===== src/rtl/pic_rd_pkg.sv =====
// Shared types and field positions for the status readback path.
// Assumes an 8-bit command word; the bit positions are fixed by the
// neighbouring command decoders and must not move.
package pic_rd_pkg;
    // Command word field positions
    localparam int FMT_HI_BIT = 4;  // 1 = initialisation word
    localparam int FMT_LO_BIT = 3;  // with FMT_HI = 0: 1 = status command
    localparam int POLL_BIT   = 2;
    localparam int RDREG_BIT  = 1;
    localparam int RSEL_BIT   = 0;

    typedef enum logic {
        SEL_REQ = 1'b0,
        SEL_SVC = 1'b1
    } rdsel_e;

    typedef struct packed {
        logic init_wr;   // initialisation word
        logic mask_wr;   // mask register load
        logic stat_wr;   // status command word
    } wr_kind_t;
endpackage


===== src/rtl/pic_cmd_decode.sv =====
// Turns the asynchronous-looking bus strobes into single-cycle write
// pulses and a read-end pulse. Assumes the strobes are already
// synchronous to clk. A write acts on its first active cycle.
module pic_cmd_decode
    import pic_rd_pkg::*;
(
    input  logic       clk,
    input  logic       rst_n,
    input  logic       cs_n,
    input  logic       rd_n,
    input  logic       wr_n,
    input  logic       a0,
    input  logic [4:0] ctl,       // low command bits from the data bus
    output wr_kind_t   kind,
    output logic       poll_req,
    output logic       rdreg_req,
    output logic       rsel_req,
    output logic       rd_active,
    output logic       rd_end_lo  // an address-0 read has just ended
);
    logic wr_act, wr_q, wr_stb;
    logic rd_q, rd_a0_q;

    assign wr_act    = !cs_n && !wr_n;
    assign rd_active = !cs_n && !rd_n;
    assign wr_stb    = wr_act && !wr_q;

    // Track strobe history for edge detection and read address.
    always_ff @(posedge clk) begin
        if (!rst_n) begin
            wr_q    <= 1'b0;
            rd_q    <= 1'b0;
            rd_a0_q <= 1'b0;
        end else begin
            wr_q <= wr_act;
            rd_q <= rd_active;
            if (rd_active) rd_a0_q <= a0;
        end
    end

    // Classify the write and break out the status command fields.
    always_comb begin
        kind.init_wr = wr_stb && !a0 &&  ctl[FMT_HI_BIT];
        kind.stat_wr = wr_stb && !a0 && !ctl[FMT_HI_BIT] && ctl[FMT_LO_BIT];
        kind.mask_wr = wr_stb &&  a0;
        poll_req     = ctl[POLL_BIT];
        rdreg_req    = ctl[RDREG_BIT];
        rsel_req     = ctl[RSEL_BIT];
    end

    assign rd_end_lo = rd_q && !rd_active && !rd_a0_q;
endmodule


===== src/rtl/pic_sel_state.sv =====
// Holds the sticky register choice, the line mask and the armed-poll
// flag. Assumes at most one write pulse per cycle from the decoder.
module pic_sel_state
    import pic_rd_pkg::*;
#(
    parameter int DW = 8
) (
    input  logic          clk,
    input  logic          rst_n,
    input  wr_kind_t      kind,
    input  logic          poll_req,
    input  logic          rdreg_req,
    input  logic          rsel_req,
    input  logic          rd_end_lo,
    input  logic [DW-1:0] din,
    output rdsel_e        sel,
    output logic [DW-1:0] mask,
    output logic          poll_q
);
    // Update choice, mask and poll flag from writes and read ends.
    always_ff @(posedge clk) begin
        if (!rst_n) begin
            sel    <= SEL_REQ;
            mask   <= '0;
            poll_q <= 1'b0;
        end else if (kind.init_wr) begin
            sel    <= SEL_REQ;
            mask   <= '0;
            poll_q <= 1'b0;
        end else begin
            if (rd_end_lo && poll_q) begin
                poll_q <= 1'b0;
                sel    <= SEL_REQ;
            end
            if (kind.mask_wr) mask <= din;
            if (kind.stat_wr) begin
                if (poll_req)       poll_q <= 1'b1;
                else if (rdreg_req) sel    <= rsel_req ? SEL_SVC : SEL_REQ;
            end
        end
    end


    init_clears_chk: assert property (@(posedge clk) disable iff (!rst_n)
        kind.init_wr |=> (sel == SEL_REQ) && (mask == '0) && !poll_q);

    mask_load_chk: assert property (@(posedge clk) disable iff (!rst_n)
        (kind.mask_wr && !kind.init_wr) |=> (mask == $past(din)));

    nosel_keeps_chk: assert property (@(posedge clk) disable iff (!rst_n)
        (kind.stat_wr && !kind.init_wr && !rdreg_req && !poll_req && !rd_end_lo)
        |=> (sel == $past(sel)));

    poll_done_chk: assert property (@(posedge clk) disable iff (!rst_n)
        (rd_end_lo && poll_q && !kind.init_wr && !kind.stat_wr)
        |=> (!poll_q && sel == SEL_REQ));
endmodule


===== src/rtl/pic_read_mux.sv =====
// Builds the read data: mask, poll byte or the chosen status vector,
// and holds the bus at zero when not driving. Fixed priority: line 0
// is highest.
module pic_read_mux
    import pic_rd_pkg::*;
#(
    parameter int DW = 8
) (
    input  logic          clk,
    input  logic          rst_n,
    input  logic          oe,
    input  logic          a0,
    input  rdsel_e        sel,
    input  logic          poll_q,
    input  logic [DW-1:0] irr,
    input  logic [DW-1:0] isr,
    input  logic [DW-1:0] mask,
    output logic [DW-1:0] dout
);
    localparam int LVL_W = $clog2(DW);

    logic [DW-1:0]    pend;
    logic [LVL_W-1:0] lvl;
    logic [DW-1:0]    poll_byte;
    logic [DW-1:0]    below [DW];  // below[i]: pending lines under i

    assign pend = irr & ~mask;

    // Lower-line occupancy per position, one slice per line.
    for (genvar g = 0; g < DW; g++) begin : g_below
        if (g == 0) begin : g_first
            assign below[g] = '0;
        end else begin : g_rest
            assign below[g] = below[g-1] | (pend & (DW'(1) << (g - 1)));
        end
    end

    // Encode the lowest pending line.
    always_comb begin
        lvl = '0;
        for (int i = 0; i < DW; i++) begin
            if (pend[i] && (below[i] == '0)) lvl = LVL_W'(i);
        end
    end

    // Assemble poll byte.
    always_comb begin
        poll_byte            = '0;
        poll_byte[DW-1]      = |pend;
        poll_byte[LVL_W-1:0] = lvl;
    end

    // Select read data.
    always_comb begin
        if (!oe)                 dout = '0;
        else if (a0)             dout = mask;
        else if (poll_q)         dout = poll_byte;
        else if (sel == SEL_SVC) dout = isr;
        else                     dout = irr;
    end


    idle_bus_zero_chk: assert property (@(posedge clk) disable iff (!rst_n)
        !oe |-> (dout == '0));

    poll_flag_chk: assert property (@(posedge clk) disable iff (!rst_n)
        (oe && !a0 && poll_q) |-> (dout[DW-1] == (|(irr & ~mask))));

    poll_level_chk: assert property (@(posedge clk) disable iff (!rst_n)
        (oe && !a0 && poll_q && |(irr & ~mask)) |-> pend[dout[LVL_W-1:0]]);
endmodule


===== src/rtl/pic_status_read.sv =====
// Top of the status readback path: strobe decode, sticky choice
// state and read data mux. Request and in-service vectors are live
// inputs owned by neighbouring logic.
module pic_status_read
    import pic_rd_pkg::*;
#(
    parameter int NLINES = 8
) (
    input  logic              clk,
    input  logic              rst_n,
    input  logic              cs_n,
    input  logic              rd_n,
    input  logic              wr_n,
    input  logic              a0,
    input  logic [NLINES-1:0] din,
    input  logic [NLINES-1:0] irr_i,
    input  logic [NLINES-1:0] isr_i,
    output logic [NLINES-1:0] dout,
    output logic              dout_oe
);
    localparam int DW = NLINES;

    wr_kind_t      kind;
    logic          poll_req, rdreg_req, rsel_req, rd_active, rd_end_lo;
    rdsel_e        sel;
    logic [DW-1:0] mask;
    logic          poll_q;

    pic_cmd_decode i_dec (
        .clk(clk), .rst_n(rst_n), .cs_n(cs_n), .rd_n(rd_n), .wr_n(wr_n),
        .a0(a0), .ctl(din[4:0]), .kind(kind), .poll_req(poll_req),
        .rdreg_req(rdreg_req), .rsel_req(rsel_req),
        .rd_active(rd_active), .rd_end_lo(rd_end_lo)
    );

    pic_sel_state #(.DW(DW)) i_state (
        .clk(clk), .rst_n(rst_n), .kind(kind), .poll_req(poll_req),
        .rdreg_req(rdreg_req), .rsel_req(rsel_req), .rd_end_lo(rd_end_lo),
        .din(din), .sel(sel), .mask(mask), .poll_q(poll_q)
    );

    pic_read_mux #(.DW(DW)) i_mux (
        .clk(clk), .rst_n(rst_n), .oe(rd_active), .a0(a0), .sel(sel),
        .poll_q(poll_q), .irr(irr_i), .isr(isr_i), .mask(mask), .dout(dout)
    );

    assign dout_oe = rd_active;
endmodule


===== config.mk =====
export PLATFORM = sky130hd
export DESIGN_NAME = pic_status_read
export DESIGN_NICKNAME = d
export VERILOG_FILES = /design/src/rtl/pic_rd_pkg.sv /design/src/rtl/pic_cmd_decode.sv /design/src/rtl/pic_sel_state.sv /design/src/rtl/pic_read_mux.sv /design/src/rtl/pic_status_read.sv
export SDC_FILE = /design/constraint.sdc
export NUM_CORES = 1
export LEC_CHECK = 0
export ABC_AREA = 1
export BUFFER_PORTS_ARGS = -buffer_cell sky130_fd_sc_hd__buf_2
export CAP_MARGIN = 20
export CORE_MARGIN = 4
export CORE_UTILIZATION = 43
export CTS_BUF_LIST = sky130_fd_sc_hd__clkbuf_4 sky130_fd_sc_hd__clkbuf_8
export CTS_CLUSTER_DIAMETER = 50
export CTS_CLUSTER_SIZE = 40
export DETAILED_ROUTE_END_ITERATION = 10
export PLACE_DENSITY = 0.73
export SYNTH_ARGS = -nofsm -noshare
export SYNTH_HDL_FRONTEND = slang
export SYNTH_SLANG_ARGS = --single-unit

===== constraint.sdc =====
create_clock -name clk -period 1.2 [get_ports clk]
set_input_delay 0.06 -clock clk [delete_from_list [all_inputs] [get_ports clk]]
set_output_delay 0.06 -clock clk [all_outputs]
set_load 0.02 [all_outputs]

==> impl_metrics.env <==
export IMPL_outcome="finished, violations left"
export IMPL_failed_checks="setup timing"
export IMPL_cts_made_buffers=3
export IMPL_setup_viol=8
export IMPL_async_flop_share=0
export IMPL_cts_root_buf="clkbuf_4"
export IMPL_final_util=0.7061
export IMPL_insertion_delay_ns=0.28
export IMPL_synth_top_area_share=0.2762
export IMPL_hold_viol=0
export IMPL_startpoint_type="flop"
export IMPL_skew_ns=0.007494
export IMPL_fin_cells=235
export IMPL_grt_pass1_vias=1120
export IMPL_required_ns=1.14
export IMPL_synth_ff_type="dfxtp_1"
export IMPL_routed_wl_mm=2.942
export IMPL_ioPinCount=39
export IMPL_ys_seq_area_frac=0.2762
export IMPL_viasPerCell=4.953
export IMPL_clk_pin_slew_worst_paths_ns=0.08
export IMPL_fp_coreArea_um2=2022
export IMPL_grt_pass1_wl_mm=4.478
export IMPL_n_antenna_cell=0
export IMPL_gp_congestion=0.8305
export IMPL_grt_overflow_total=0
export IMPL_vias=1164
export IMPL_yosysTopAreaCell="dfxtp_1"
export IMPL_worst_pin_slew_ns=0.3981
export IMPL_nets=239
export IMPL_cts_tree="done"
export IMPL_routedWlPerCell_um=12.52
export IMPL_yosysWarnings=0
export IMPL_max_vdd_ir_drop_uv=679.1
export IMPL_synth_commonest_cells="nand2_1, inv_1, nor2_1, a21oi_1, dfxtp_1"
export IMPL_endpoint_kind="output pin"
export IMPL_grt_use_total=0.2051
export IMPL_drt_iter0_markers=31
export IMPL_die_area_um2=3004
export IMPL_drive_gt1_frac=0.5000
export IMPL_die_h_um=54.81
export IMPL_netlist_area_um2=942.2
export IMPL_grt_max_degree=12
export IMPL_cts_buffer_depth=2
export IMPL_fmax_mhz=653.8
export IMPL_syn_inst=149
export IMPL_die_w_um=54.81
export IMPL_syn_to_final_growth_pct=51.53
export IMPL_detail_route_first_pass_iterations=4
export IMPL_place_area_um2=1254
export IMPL_initial_utilization=0.4660
export IMPL_slew_viol_final=0
export IMPL_critical_path_arrival_ns=1.47
export IMPL_placed_cells=226
export IMPL_syn_avg_cell_area_um2=6.323
export IMPL_rrSetupSlack_ns=0.11
export IMPL_critPathKind="flop to output pin"
export IMPL_port_buffers=38
export IMPL_dp_final_hpwl_mm=2.319
export IMPL_power_per_cell_area_nw_per_um2=714.6
export IMPL_yosysMostFrequentCell="nand2_1"
export IMPL_synth_edf_count=0
export IMPL_rsz0062_at_grt="true"
export IMPL_clock_sinks=13
export IMPL_fin_ws_ns=-0.3296
export IMPL_cts_htree_levels=1
export IMPL_p_leak_uw=0.0006619
export IMPL_synth_area_leaders="dfxtp_1, nand2_1, inv_1, nand3_2, a21oi_1"
export IMPL_hold_path_class="input port to flop"
export IMPL_period_minus_slack_ns=1.530
export IMPL_crit_fanout=5
export IMPL_tns_ns=-1.572
export IMPL_fin_crit_sh=1.275
export IMPL_antenna_found_initial=0
export IMPL_ant_nets=0
export IMPL_std_cell_rows=16
export IMPL_slew_headroom=0.7346
export IMPL_nFillCells=177
export IMPL_synthesis_nets=179
export IMPL_stdcell_area_um2=1428
export IMPL_drv_cap=0
export IMPL_ys_seq_elements=13
export IMPL_post_route_drc_count=0
export IMPL_ys_types=25
final timing paths:
kind              startpoint         endpoint  depth (start not counted)
max          i_state.mask[1]          dout[2]                          9
min                   din[7]  i_state.mask[7]                          3
max reg2reg       i_dec.wr_q      i_state.sel                          6
min reg2reg  i_state.mask[5]  i_state.mask[5]                          2
through the flow:
step                      setup WS (ns)  hold WS [ns]  total power [uW]
after detailed placement       -0.04979        0.2585             710.4
after floorplan                 0.03939        0.1368             596.7
after global placement       -0.0001901        0.2363             702.7
after global routing            -0.4263       0.02043              1069
after CTS                       -0.3256       0.02573             993.7
final                           -0.3296       0.02149              1020
final cells by class:
type,instances,area (um^2),area share
clock buffers,3,22.52,0.01578
clock inverters,1,5.005,0.003506
inverters,22,86.33,0.06047
multi-input cells,112,638.1,0.4470
flip-flops and latches,13,270.3,0.1893
well taps,27,33.78,0.02366
repair buffers,57,371.6,0.2603
kinds of logic after synthesis:
kind of cell	synth area share
DFF	0.2762
and+or+nand+nor	0.4183
buffers and inverters	0.1155
AOI/OAI and AO/OA	0.1899
flip-flops by register name, indices dropped and copies added (netlist names):
| register | cells |
|---|---|
| i_state.sel | 1 |
| i_dec.rd_q | 1 |
| i_dec.rd_a0_q | 1 |
| i_state.poll_q | 1 |
| i_state.mask | 8 |
| i_dec.wr_q | 1 |
cells in the final DEF (no fill, tap or decap), types with 2 or more instances in the layout:
| master | count |
|---|---|
| nand3_1 | 3 |
| dfxtp_2 | 8 |
| o21ai_1 | 7 |
| inv_1 | 15 |
| o211ai_1 | 3 |
| a21oi_1 | 11 |
| clkbuf_4 | 3 |
| buf_4 | 20 |
| a21oi_2 | 2 |
| inv_2 | 4 |
| nor2_2 | 8 |
| nand2_2 | 4 |
| nor2_4 | 3 |
| nor2_1 | 9 |
| clkinv_2 | 2 |
| dfxtp_1 | 5 |
| nand2_4 | 3 |
| buf_6 | 5 |
| nand2_1 | 41 |
| o221ai_1 | 2 |
| nand3_2 | 8 |
| buf_2 | 31 |
report_power, final:
part / internal [uW] / switching [uW] / leakage (uW)
logic: 133 / 164 / 0.000535
registers: 446 / 6.95 / 0.000110
clock network: 124 / 147 / 0.0000177
metal layers:
metal | part of all wire | global-route usage | up-vias
li1 | - | - | 598
met1 | 0.42 | 0.2455 | 527
met2 | 0.52 | 0.3799 | 37
met3 | 0.064 | 0.02452 | 2
met4 | 0.0037 | 0.04979 | 0
met5 | 0 | 0 | -
worst max-delay path, stage by stage (launching register included):
cell and delay, ns:
dfxtp_2 0.33, inv_1 0.06, nand2_2 0.07, nand2_2 0.06, nor2_4 0.17, nand3_2 0.11
nand3_2 0.11, nor2_1 0.06, nor2_2 0.10, buf_6 0.12
timing repair:
item | 4_1_cts | 5_1_grt
gates resized for setup | 18 | 27
pin swaps | 6 | 13
hold endpoints to repair | 1 | 0
hold buffers | 1 | 0
setup buffers | 2 | 2
endpoints found under the setup margin | 8 | 9
(Power assumes the default switching activity.)
